`src/rtl/bwm_pkg.sv`:
```
package bwm_pkg;
  localparam int CPU_AW = 16;
  localparam int XA_LO  = 13;
  localparam int XA_N   = 6;
  localparam int OVL    = CPU_AW - XA_LO;
  localparam int PA_W   = XA_LO + XA_N;
  localparam int REG_DW = 8;
  localparam int REG_AW = 3;

  localparam logic [REG_AW-1:0] RA_PIN   = 3'd0;
  localparam logic [REG_AW-1:0] RA_SIZE  = 3'd1;
  localparam logic [REG_AW-1:0] RA_W1BAS = 3'd2;
  localparam logic [REG_AW-1:0] RA_W1BNK = 3'd3;
  localparam logic [REG_AW-1:0] RA_W2BAS = 3'd4;
  localparam logic [REG_AW-1:0] RA_W2BNK = 3'd5;

  typedef enum logic [1:0] {
    WSZ_OFF = 2'b00,
    WSZ_8K  = 2'b01,
    WSZ_16K = 2'b10,
    WSZ_32K = 2'b11
  } wsz_e;

  typedef struct packed {
    logic [REG_DW-1:0] base;
    logic [XA_N-1:0]   bank;
    wsz_e              size;
  } win_cfg_t;
endpackage

```
`src/rtl/bwm_regs.sv`:
```
module bwm_regs
  import bwm_pkg::*;
(
  input  logic              clk,
  input  logic              rst_n,
  input  logic              reg_wr,
  input  logic [REG_AW-1:0] reg_addr,
  input  logic [REG_DW-1:0] reg_wdata,
  output logic [REG_DW-1:0] reg_rdata,
  output logic [XA_N-1:0]   pin_assign,
  output logic [1:0]        cs_src,
  output win_cfg_t          cfg_w1,
  output win_cfg_t          cfg_w2
);
  always_ff @(posedge clk or negedge rst_n) begin
    if (!rst_n) begin
      pin_assign <= '0;
      cs_src     <= '0;
      cfg_w1     <= '0;
      cfg_w2     <= '0;
    end else if (reg_wr) begin
      case (reg_addr)
        RA_PIN:   pin_assign <= reg_wdata[XA_N-1:0];
        RA_SIZE: begin
          cs_src      <= reg_wdata[7:6];
          cfg_w2.size <= wsz_e'(reg_wdata[5:4]);
          cfg_w1.size <= wsz_e'(reg_wdata[1:0]);
        end
        RA_W1BAS: cfg_w1.base <= reg_wdata;
        RA_W1BNK: cfg_w1.bank <= reg_wdata[XA_N-1:0];
        RA_W2BAS: cfg_w2.base <= reg_wdata;
        RA_W2BNK: cfg_w2.bank <= reg_wdata[XA_N-1:0];
        default:  ;
      endcase
    end
  end

  always_comb begin
    reg_rdata = '0;
    case (reg_addr)
      RA_PIN:   reg_rdata[XA_N-1:0] = pin_assign;
      RA_SIZE:  reg_rdata = {cs_src, cfg_w2.size, 2'b00, cfg_w1.size};
      RA_W1BAS: reg_rdata = cfg_w1.base;
      RA_W1BNK: reg_rdata[XA_N-1:0] = cfg_w1.bank;
      RA_W2BAS: reg_rdata = cfg_w2.base;
      RA_W2BNK: reg_rdata[XA_N-1:0] = cfg_w2.bank;
      default:  reg_rdata = '0;
    endcase
  end
endmodule

```
`src/rtl/bwm_window.sv`:
```
module bwm_window
  import bwm_pkg::*;
(
  input  logic [CPU_AW-1:0] cpu_addr,
  input  win_cfg_t          cfg,
  output logic              hit,
  output logic [XA_N-1:0]   xa_win
);
  localparam logic [CPU_AW:0] FIX_BASE = 17'h04000;

  logic [CPU_AW:0] start, span, last;
  logic [1:0]      shamt;
  logic [XA_N-1:0] hi_mask, bank_sh, cpu_hi;

  always_comb begin
    start = {1'b0, cfg.base, 8'h00};
    span  = 17'h02000;
    shamt = 2'd0;
    case (cfg.size)
      WSZ_8K:  begin span = 17'h02000; shamt = 2'd0; end
      WSZ_16K: begin span = 17'h04000; shamt = 2'd1; end
      WSZ_32K: begin span = 17'h08000; shamt = 2'd1; start = FIX_BASE; end
      default: ;
    endcase
    last = start + span - 17'd1;
    hit  = (cfg.size != WSZ_OFF) && ({1'b0, cpu_addr} >= start)
           && ({1'b0, cpu_addr} <= last);
  end

  assign hi_mask = {XA_N{1'b1}} << shamt;
  assign bank_sh = cfg.bank << shamt;
  assign cpu_hi  = {{(XA_N-OVL){1'b0}}, cpu_addr[CPU_AW-1:XA_LO]};
  assign xa_win  = (bank_sh & hi_mask) | (cpu_hi & ~hi_mask);
endmodule

```
`src/rtl/bank_window_mapper.sv`:
```
module bank_window_mapper
  import bwm_pkg::*;
(
  input  logic              clk,
  input  logic              rst_n,
  input  logic              reg_wr,
  input  logic [REG_AW-1:0] reg_addr,
  input  logic [REG_DW-1:0] reg_wdata,
  output logic [REG_DW-1:0] reg_rdata,
  input  logic [CPU_AW-1:0] cpu_addr,
  output logic [XA_N-1:0]   xa,
  output logic [PA_W-1:0]   phys_addr,
  output logic [XA_N-1:0]   pin_is_xa,
  output logic [1:0]        win_active,
  output logic              cs1_use_xa,
  output logic              cs2_use_xa
);
  localparam int NWIN = 2;

  win_cfg_t        cfg_w1, cfg_w2;
  win_cfg_t        cfg   [NWIN];
  logic [NWIN-1:0] hit;
  logic [XA_N-1:0] xa_w  [NWIN];
  logic [1:0]      cs_src;

  bwm_regs u_regs (
    .clk(clk), .rst_n(rst_n), .reg_wr(reg_wr), .reg_addr(reg_addr),
    .reg_wdata(reg_wdata), .reg_rdata(reg_rdata), .pin_assign(pin_is_xa),
    .cs_src(cs_src), .cfg_w1(cfg_w1), .cfg_w2(cfg_w2)
  );

  assign cfg[0] = cfg_w1;
  assign cfg[1] = cfg_w2;

  for (genvar w = 0; w < NWIN; w++) begin : g_win
    bwm_window u_win (
      .cpu_addr(cpu_addr), .cfg(cfg[w]), .hit(hit[w]), .xa_win(xa_w[w])
    );
  end

  always_comb begin
    win_active = 2'b00;
    xa = {{(XA_N-OVL){1'b0}}, cpu_addr[CPU_AW-1:XA_LO]};
    if (hit[0]) begin
      win_active = 2'b01;
      xa = xa_w[0];
    end else if (hit[1]) begin
      win_active = 2'b10;
      xa = xa_w[1];
    end
  end

  assign phys_addr  = {xa, cpu_addr[XA_LO-1:0]};
  assign cs1_use_xa = cs_src[0];
  assign cs2_use_xa = cs_src[1];
endmodule

```
`config.mk`:
```
export PLATFORM = sky130hd
export DESIGN_NAME = bank_window_mapper
export DESIGN_NICKNAME = d
export VERILOG_FILES = /design/src/rtl/bwm_pkg.sv /design/src/rtl/bwm_regs.sv /design/src/rtl/bwm_window.sv /design/src/rtl/bank_window_mapper.sv
export SDC_FILE = /design/constraint.sdc
export NUM_CORES = 1
export LEC_CHECK = 0
export BUFFER_PORTS_ARGS = -buffer_cell sky130_fd_sc_hd__buf_2
export CELL_PAD_IN_SITES_DETAIL_PLACEMENT = 1
export CELL_PAD_IN_SITES_GLOBAL_PLACEMENT = 1
export CORE_ASPECT_RATIO = 1.5
export CORE_MARGIN = 2
export CORE_UTILIZATION = 39
export DETAILED_ROUTE_END_ITERATION = 10
export GPL_TIMING_DRIVEN = 1
export PLACE_DENSITY_LB_ADDON = 0.05
export SETUP_SLACK_MARGIN = 0.3
export SYNTH_ARGS = -nofsm -noshare
export SYNTH_HDL_FRONTEND = slang
export SYNTH_SLANG_ARGS = --single-unit
```
`constraint.sdc`:
```
create_clock -name clk -period 4.6 [get_ports clk]
set_input_delay 0.46 -clock clk [delete_from_list [all_inputs] [get_ports clk]]
set_output_delay 0.46 -clock clk [all_outputs]
set_load 0.02 [all_outputs]
```
# Word level (Yosys, flattened, before mapping)
# Cells that the tools add are included.
# totals
wordCells,64
reg_bits,40
output_inout_bits,43
# classes
shift,4
n_bitwise,8
addsub,4
n_mux,12
order_cmp,4
reduce_logical,15
eq_ne,9
# ops
cell,n
case mux 16 bit (2 select lines),2
case mux 6 bit (6 select lines),1
adder 16 x 16 -> 17 bit,2
less-or-equal comparator 16 x 17 -> 1 bit,2
subtractor 17 x 1 -> 17 bit (second input constant),2
>= comparator 16 bit,2
2-to-1 mux 16 bit,2
AND 3 x 6 -> 6 bit,2
AND 6 bit,2
2-to-1 mux 6 bit,2
NOT 6 bit,2
OR 6 bit,2
AND reduction 2 bit,6
left shift 6 x 1 -> 6 bit,2
left shift 6 x 1 -> 6 bit (first input constant),2
== test 2 bit (second input constant),4
== test 3 x 2 -> 1 bit (second input constant),2
== test 3 bit (second input constant),2
case mux 2 bit (3 select lines),1
logical AND 1 bit,4
2-to-1 mux 2 bit,2
nonzero test 2 bit,2
OR reduction 2 bit,2
== test 3 x 1 -> 1 bit (second input constant),1
other kinds (2),3

# Logic depth before layout (Yosys ltp)
# Gate-level depths: netlist of the first run.
# logic_depth
word_depth,9
ltp_mapped,20

# Hierarchy
# From an unflattened synthesis of the first run, not the netlist that was laid out.
# unflattened
hier_cells,442
area_unflattened_um2,4179.0
# modules_own_cells
module,area_each_um2,seq_area_each_um2,cells_per_inst,instances
bwm_window,997.2,0.0,135,2
bwm_regs,1911.8,1001.0,135,1
bank_window_mapper,272.8,0.0,37,1

# Worst setup path after synthesis of the first run
# OpenSTA, ideal clock, no wires.
# synth_timing
path_type,register to output
from,"register, netlist name u_regs.cfg_w2[1]"
to,output xa[3]
setup_slack_ns,-0.410
t_arrival_ns,4.550
n_path_buf,3
required_ns,4.140
path_stages_with_launch,19
cell_sequence,dfrtp_1 buf_6 nand2_1 clkbuf_1 nand2_1 ha_1 ha_1 o21ai_0 a21oi_1 or2_2 a21o_1 a21oi_1 xor2_1 ha_1 a2111oi_0 a221oi_4 or4_4 o22ai_1 buf_4
# synth_between
elab_chain_len,9
# synth_rtl
item,line_no,source
branches (longest 7 deep; another with adder 16 x 16 -> 17 bit),--,
2-to-1 mux 6 bit *,bank_window_mapper.sv:47,end else if (hit[1]) begin
2-to-1 mux 6 bit *,bank_window_mapper.sv:44,if (hit[0]) begin
to (decl),bank_window_mapper.sv:11,"output logic [XA_N-1:0] xa,"
# Every way passes the cells marked *.

# Final worst setup path of the first run
# layout_timing
from,"register, netlist name u_regs.cfg_w1[1]"
to,output phys_addr[18]
# layout_between
elab_chain_len,8
# layout_rtl
item,line_no,source
branches (longest 7 deep; another with adder 16 x 16 -> 17 bit),--,
2-to-1 mux 6 bit *,bank_window_mapper.sv:44,
to (decl),bank_window_mapper.sv:12,"output logic [PA_W-1:0] phys_addr,"
# Marked as above.

==> qor.log, run 1 <==
INFO  timing         final_min_period_over_clock_period=102%
INFO  final_layout   design.final.nets=567
INFO  global_route   track_usage=23.9%
INFO  routing        wl_per_cell=21.0um
INFO  logic_synthesis ys.flop_type=dfrtp_1
INFO  logic_synthesis asyncSetResetFlopFracSynth=100%
INFO  timing         tightest_slew=1.08ns
INFO  clock_tree     numClockSinks=40
INFO  logic_synthesis synthDominantAreaCellType=dfrtp_1
INFO  placed_design  dpl.hpwl=9940um
INFO  worst_setup_path cp.required=4.14ns
INFO  placed_design  place_inst=575
INFO  global_route   antenna_found_initial=0
INFO  global_route   grt_overflow_total=0
INFO  logic_synthesis yosys_warnings=0
INFO  clock_tree     max-clock-path-buffers=2
INFO  logic_synthesis synth-edff-count=0
INFO  die            initial_core_util=40.2%
INFO  logic_synthesis synth_seq_cells=40
INFO  clock_tree     clock_tree_from_tritoncts=yes
INFO  final_layout   syn_to_final_growth=26.3%
INFO  routing        post-route-drc-count=12
INFO  global_route   pin_count_of_the_biggest_net_entering_global_routing=41
INFO  logic_synthesis synthTopCellsByCount=mux2_2 (50), ha_1 (48), dfrtp_1 (40)
INFO  timing         finalSetupViolCount=9
INFO  final_layout   n_fill_cell=1,123
INFO  logic_synthesis cell_area_after_technology_mapping=3920squm
INFO  worst_setup_path rrSetupSlack=3.54ns
INFO  flow_run       maxCapViolations=0
INFO  final_layout   stdcell_count=604
INFO  routing        initialDrtViolationCount=82
INFO  worst_setup_path crit_family=simple AND/OR/NAND/NOR gates
INFO  clock_tree     clk_pin_slew_worst_paths=0.06ns
INFO  die            io_pins=73
INFO  min_path       timing.hold.worst.class=input pin to asynchronous set/reset pin
INFO  timing         rsz0062_at_grt=true
INFO  timing         hold_viol=0
INFO  routing        count_of_vias_placed_by_the_detailed_router=3,563
INFO  status         violations=DRC, setup timing
INFO  placed_design  buffer_ports.inserted=72
INFO  power_and_ir_drop powerDensity=618nW/um^2
INFO  logic_synthesis synth_largest_type_area_fraction=25.5%
INFO  timing         clock-skew-final=0ns
INFO  power_and_ir_drop leakage=2.28nW
INFO  global_route   grt_pass1_vias=3,811
INFO  power_and_ir_drop vdd.ir_drop.worst=0.342mV
INFO  timing         worst_slew_margin_rel=27.2%
INFO  worst_setup_path endpoint_of_the_worst_register_to_register_path=u_regs.cfg_w1[0]
INFO  placed_design  globalplace.congestion=0.916
INFO  timing         final_number_of_max_transition_violations=0
INFO  worst_setup_path cp_common_cell=inv_4
INFO  die            rows=44
INFO  worst_setup_path critical-path-max-stage-delay=0.62ns
INFO  worst_setup_path crit_path_cell_trace=nand2_4 > and2_4 > inv_4 > ha_4 > fa_2 > a21o_1 > a21oi_2 > o21bai_1 > a21oi_1 > xor2_1 > ha_1 > nand4_1 > nor4_4 > o31ai_4 > inv_4 > or4_4 > o22ai_4 > buf_6
INFO  worst_setup_path critical_path_buf_inv_count=3
INFO  die            floorplan.die_area=10,900squm
INFO  timing         layout_setup_ws=-0.100ns
INFO  logic_synthesis yosysMostFrequentCell=mux2_2
INFO  die            fp.dieH=127um
INFO  routing        postRouteAntennaNets=0
INFO  worst_setup_path cell_with_the_largest_stage_delay_on_the_worst_path=or4_4
INFO  status         outcome=finished with violations
INFO  worst_setup_path cp_max_fo=5
INFO  final_layout   antenna_cells_inserted=0
INFO  clock_tree     h-tree-depth=2
INFO  logic_synthesis yosys.cell_types.count=60
INFO  global_route   grt_first_pass_wirelength=20,200um
INFO  die            die_w=85.9um
INFO  worst_setup_path timing.rr.start=u_regs.cfg_w1[0]
INFO  worst_setup_path criticalPathCategory=flip-flop to output pin
INFO  logic_synthesis synth_instances=413
INFO  routing        detail_route.first_pass.iterations=8
INFO  worst_setup_path arrival=4.24ns
INFO  worst_setup_path setup.worst_path.end_class=output pin
INFO  timing         max_freq=213MHz
INFO  timing         final_period_minus_worst_setup_slack=4.70ns
INFO  clock_tree     later_pin_clock_latency_in_the_skew_report=0.29ns
INFO  logic_synthesis syn_avg_cell_area=9.49squm
INFO  worst_setup_path critical_path.startpoint_type=flip-flop
INFO  die            core_area=9740squm
INFO  final_layout   post_route_cells_drive_above_1_share=42.5%
INFO  clock_tree     clock_tree.root_cell=clkbuf_16
INFO  final_layout   postLayoutCoreUtil=50.8%
INFO  clock_tree     cts_made_buffers=5
INFO  placed_design  detailedPlace.worstSlack=0.0542ns
INFO  worst_setup_path r2r_cells=3
INFO  routing        finalWirelength=12,700um
INFO  logic_synthesis synth.area.top_cells=dfrtp_1 (26%), ha_1 (15%), mux2_2 (14%)
INFO  worst_setup_path path_depth=18
INFO  routing        drt-vias-per-instance=5.90
INFO  logic_synthesis post_syn_nets=492
INFO  logic_synthesis synth.yosys.seq_area_share=25.5%
[sequential cells by signal, indices dropped and copies added (netlist names)]
| register | count |
|---|---|
| u_regs.pin_assign | 6 |
| u_regs.cfg_w1 | 16 |
| u_regs.cfg_w2 | 16 |
| u_regs.cs_src | 2 |
[layout make-up]
type | instances | area, sq um | area share, %
clock buffers | 7 | 143 | 2.88
clock inverters | 1 | 7.51 | 0.152
inverters | 23 | 91.3 | 1.84
multi-input cells | 314 | 2860 | 57.7
flip-flops and latches | 40 | 1000 | 20.2
well taps | 115 | 144 | 2.91
repair buffers | 104 | 704 | 14.2
[power by group]
| group | internal (mW) | switching, mW |
|---|---|---|
| Combinational | 1.03 | 1.16 |
| Clock | 0.216 | 0.141 |
| Sequential | 0.430 | 0.0872 |
| Total | 1.68 | 1.38 |
[how the worst max path moves through the flow]
stage | start | to | slack [ns]
after floorplan | u_regs.cfg_w1[1] | xa[3] | -0.03
after CTS | u_regs.cfg_w1[1] | phys_addr[18] | -0.06
after detailed placement | u_regs.cfg_w2[1] | xa[0] | 0.05
final | u_regs.cfg_w1[1] | phys_addr[18] | -0.10
after global placement | u_regs.cfg_w1[1] | xa[0] | 0.17
after global routing | u_regs.cfg_w1[1] | phys_addr[18] | -0.28
[cell usage in the layout, fill, tap and decap left out, types with 4 or more instances in the layout]
cell / netlist / layout
dfrtp_1: 40 / 39
xnor2_1: 5 / 5
clkbuf_16: 0 / 5
xor2_1: 5 / 5
a22oi_1: 5 / 5
buf_6: 3 / 17
o22ai_1: 9 / 6
a21oi_2: 1 / 4
o21ai_0: 15 / 12
a21o_1: 4 / 4
nor2_1: 16 / 14
nor3_1: 5 / 5
nand3_1: 7 / 4
ha_4: 0 / 5
mux2i_1: 12 / 12
nand4_1: 7 / 7
a21oi_1: 20 / 17
or4_4: 1 / 4
nand2b_1: 8 / 8
inv_1: 22 / 20
nand2_1: 29 / 24
buf_2: 0 / 59
buf_4: 20 / 27
a31oi_1: 5 / 5
ha_1: 48 / 42
o221ai_1: 4 / 4
mux2_2: 50 / 50
[metrics by stage]
step           TNS [ns]  cell area, sq um  power [mW]  hold slack (ns)
3_3_place_gp          0              4390        2.26            0.510
6_report         -0.581              4950        3.06            0.293
5_1_grt           -2.88              4950        3.29            0.384
4_1_cts          -0.436              4770        2.90            0.337
2_1_floorplan   -0.0349              4070        1.91            0.164
3_5_place_dp          0              4390        2.32            0.525
[logic make-up after synthesis]
| kind of cell | Yosys count | share of synthesized area (%) |
|---|---|---|
| mux | 62 | 17.4 |
| xor+xnor | 10 | 2.23 |
| flops | 40 | 25.5 |
| fa+ha+maj | 49 | 15.8 |
| compound gates | 91 | 16.8 |
| buf+inv | 59 | 8.46 |
| simple gates | 102 | 13.7 |
[metal layers]
metal / GRT usage, % / part of all wire [%] / vias up
met2: 44.5 / 53 / 105
li1: - / - / 1661
met1: 27.8 / 40 / 1767
met5: 0 / 0 / -
met4: 8.87 / 3.6 / 0
met3: 2.02 / 3.5 / 30
[timing repair]
action                                  in CTS  in global routing
endpoints found under the setup margin      13                 13
setup buffers                               14                  7
hold buffers                                 0                  0
pin swaps                                   16                 18
gates resized for setup                     34                 29
Power figures use the tool's default switching activity.
==> run 2: changes to the inputs <==
- CORE_UTILIZATION: 39 -> 40
- CTS_BUF_LIST: default -> sky130_fd_sc_hd__clkbuf_4
- clock period: 4.6 -> 5.7 ns (I/O delays scaled with it)
==> run 2 against run 1 <==
  * Power decreased by 36%
  * Sequential power decreased by 19%
  * Clock power decreased by 58%
  * Cell count decreased by 3.8%
  * Design area decreased by 12%
  * Via count decreased by 4.0%
  * Largest cell class unchanged
  * Combinational power decreased by 36%
  * First-iteration DRC count increased by 21%
  * Worst hold slack improved by 0.0085 ns
  * The flow now finishes without violations
==> qor.log, run 2 (synthesis results as in run 1) <==
INFO  global_route   global_route.usage.met3=2.05% [+0.029 points]
INFO  timing         final_min_period_over_clock_period=89.6%
INFO  global_route   antenna_found_initial=1 [+1]
INFO  timing         worst_slew_margin_rel=30.0% [+2.8 points]
INFO  clock_tree     clk_pin_slew_worst_paths=0.13ns [+0.07 ns]
INFO  final_layout   design.final.nets=543 [-4.2%]
INFO  final_layout   mostFrequentLayoutCells=buf_2 (70), mux2_2 (50), ha_1 (46), dfrtp_1 (39), nand2_1 (28)
INFO  timing         finalSetupViolCount=0 [-9]
INFO  clock_tree     numClockSinks=40 [unchanged]
INFO  timing         totalNegativeSetupSlack=0ns [+0.581 ns]
INFO  final_layout   syn_to_final_growth=11.2%
INFO  timing         hold_viol=0 [unchanged]
INFO  worst_setup_path cp.required=5.13ns [+0.99 ns]
INFO  placed_design  dpl.hpwl=9620um [-3.2%]
INFO  routing        detail_route.first_pass.iterations=4 [-4]
INFO  global_route   grt_overflow_total=0 [unchanged]
INFO  die            rows=44 [unchanged]
INFO  global_route   grt_pass1_vias=3,679 [-3.5%]
INFO  die            io_pins=73 [unchanged]
INFO  timing         final_number_of_max_transition_violations=0 [unchanged]
INFO  clock_tree     later_pin_clock_latency_in_the_skew_report=0.37ns [+0.08 ns]
INFO  placed_design  dpl_cell_area=4230squm [-3.7%]
INFO  timing         tightest_slew=1.04ns [-0.0412 ns]
INFO  clock_tree     cts_made_buffers=5 [unchanged]
INFO  worst_setup_path r2r_cells=1 [-2]
INFO  die            die_w=84.8um [-1.2%]
INFO  power_and_ir_drop vdd.ir_drop.worst=0.195mV [-43%]
INFO  die            initial_core_util=40.7% [+0.46 points]
INFO  routing        postRouteAntennaNets=0 [unchanged]
INFO  die            fp.dieH=125um [-1.2%]
INFO  routing        post-route-drc-count=0 [-12]
INFO  worst_setup_path critical_path.startpoint_type=flip-flop
INFO  global_route   grt_use_met2=41.9% [-2.6 points]
INFO  routing        drt-vias-per-instance=5.89 [-0.16%]
INFO  status         outcome=finished, final reports clean
INFO  global_route   pin_count_of_the_biggest_net_entering_global_routing=41 [unchanged]
INFO  global_route   groute.layer.met1.usage=25.8% [-2.0 points]
INFO  routing        initialDrtViolationCount=99 [+21%]
INFO  global_route   track_usage=23.2% [-0.71 points]
INFO  routing        count_of_vias_placed_by_the_detailed_router=3,422 [-4.0%]
INFO  clock_tree     clock_tree.root_cell=clkbuf_4
INFO  routing        wl_per_cell=20.6um [-2.0%]
INFO  worst_setup_path timing.rr.start=u_regs.cfg_w2[10]
INFO  final_layout   post_route_cells_drive_above_1_share=34.2% [-8.3 points]
INFO  timing         final_period_minus_worst_setup_slack=5.11ns
INFO  worst_setup_path cp_max_fo=7 [+2]
INFO  clock_tree     h-tree-depth=2 [unchanged]
INFO  die            core_area=9630squm [-1.1%]
INFO  flow_run       maxCapViolations=0 [unchanged]
INFO  die            floorplan.die_area=10,600squm [-2.4%]
INFO  worst_setup_path rrSetupSlack=4.66ns [+1.12 ns]
INFO  placed_design  globalplace.congestion=0.858 [-6.3%]
INFO  clock_tree     hold_fix_buffer_count_after_cts=0 [unchanged]
INFO  worst_setup_path endpoint_of_the_worst_register_to_register_path=u_regs.cfg_w2[10]
INFO  global_route   grt_first_pass_wirelength=19,200um [-4.5%]
INFO  final_layout   design_area=4360squm [-12%]
INFO  power_and_ir_drop powerDensity=449nW/um^2 [-27%]
INFO  placed_design  buffer_ports.inserted=72 [unchanged]
INFO  routing        finalWirelength=12,000um [-5.8%]
INFO  worst_setup_path setup.worst_path.end_class=output pin
INFO  worst_setup_path arrival=4.54ns [+0.30 ns]
INFO  final_layout   layout_commonest_cell=buf_2
INFO  min_path       timing.hold.worst.class=input pin to asynchronous set/reset pin
INFO  timing         max_freq=196MHz
INFO  final_layout   largestRegisters=u_regs.cfg_w1: 16 flops, u_regs.cfg_w2: 16 flops, u_regs.pin_assign: 6 flops
INFO  global_route   grt_most_used_layer=met2
INFO  timing         rsz0062_at_grt=false
INFO  clock_tree     max-clock-path-buffers=2 [unchanged]
INFO  clock_tree     clock_tree_from_tritoncts=yes
INFO  power_and_ir_drop leakage=2.05nW [-10%]
INFO  worst_setup_path criticalPathCategory=flip-flop to output pin
INFO  timing         clock-skew-final=0ns [unchanged]
[run 2: changes by cell type in the layout (fill, tap and decap cells not counted), sizes merged]
cell	delta
buf	-24
clkinv	+3
clkbuf	-2
clkinvlp	-1
diode	+1
[run 2: per-layer routing]
metal  part of all wire [%]  vias to the layer above
li1                       -                     1615
met1                     39                     1664
met2                     51                      112
met3                    3.5                       31
met4                    5.8                        0
met5                      0                        -
[run 2: worst max-delay path by stage]
stage | startpoint | to | slack (ns) | depth (start not counted)
floorplan | u_regs.cfg_w2[1] | xa[3] | 0.58 | 18
global placement | u_regs.cfg_w1[0] | xa[0] | 0.68 | 19
detailed placement | u_regs.cfg_w1[0] | xa[0] | 0.53 | 19
CTS | u_regs.cfg_w1[0] | xa[0] | 0.31 | 19
global route | u_regs.cfg_w2[10] | phys_addr[13] | 0.32 | 16
finish | u_regs.cfg_w1[0] | xa[0] | 0.59 | 19
[run 2: cell type report]
cell class | count | area [sq um]
sequential | 40 | 1000
inverter | 23 | 88.8
fill | 1149 | 5270
antenna | 1 | 2.50
clock inverter | 3 | 18.8
timing repair buffer | 80 | 425
clock buffer | 5 | 37.5
tap | 115 | 144
multi-input combinational | 314 | 2640
[run 2: report_power, final]
| group | switching, mW | internal [mW] | total (mW) |
|---|---|---|---|
| clock | 0.103 | 0.0474 | 0.150 |
| combinational | 0.797 | 0.590 | 1.39 |
| sequential | 0.0731 | 0.346 | 0.419 |
| total | 0.973 | 0.983 | 1.96 |
[run 2: worst max-delay path, cell delays in order (launching register included)]
cell,delay (ns)
dfrtp_2,0.45
nand2_2,0.12
and2_4,0.18
inv_1,0.06
ha_1,0.24
fa_2,0.37
a21o_1,0.18
a21oi_2,0.17
o21bai_1,0.08
a21oi_1,0.17
xor2_1,0.09
ha_1,0.31
o21ai_0,0.08
a31oi_1,0.15
nor2_1,0.08
o31ai_4,0.29
inv_4,0.08
or4_1,0.55
a211oi_2,0.32
buf_4,0.20
[run 2: timing repair]
action | CTS | global route
buffers inserted | 1 | 1
setup endpoints to repair | 13 | 13
pin swaps | 1 | 3
gates resized for setup | 1 | 15
[run 2: stage by stage]
stage	setup slack (ns)	cells	utilization, %	total power [mW]	hold slack (ns)
3_3_place_gp	0.680	570	43.9	1.70	0.520
3_5_place_dp	0.528	570	43.9	1.75	0.524
5_1_grt	0.320	581	45.3	2.14	0.366
4_1_cts	0.308	579	44.6	1.91	0.331
2_1_floorplan	0.580	413	-	1.42	0.274
6_report	0.590	581	45.3	1.96	0.301
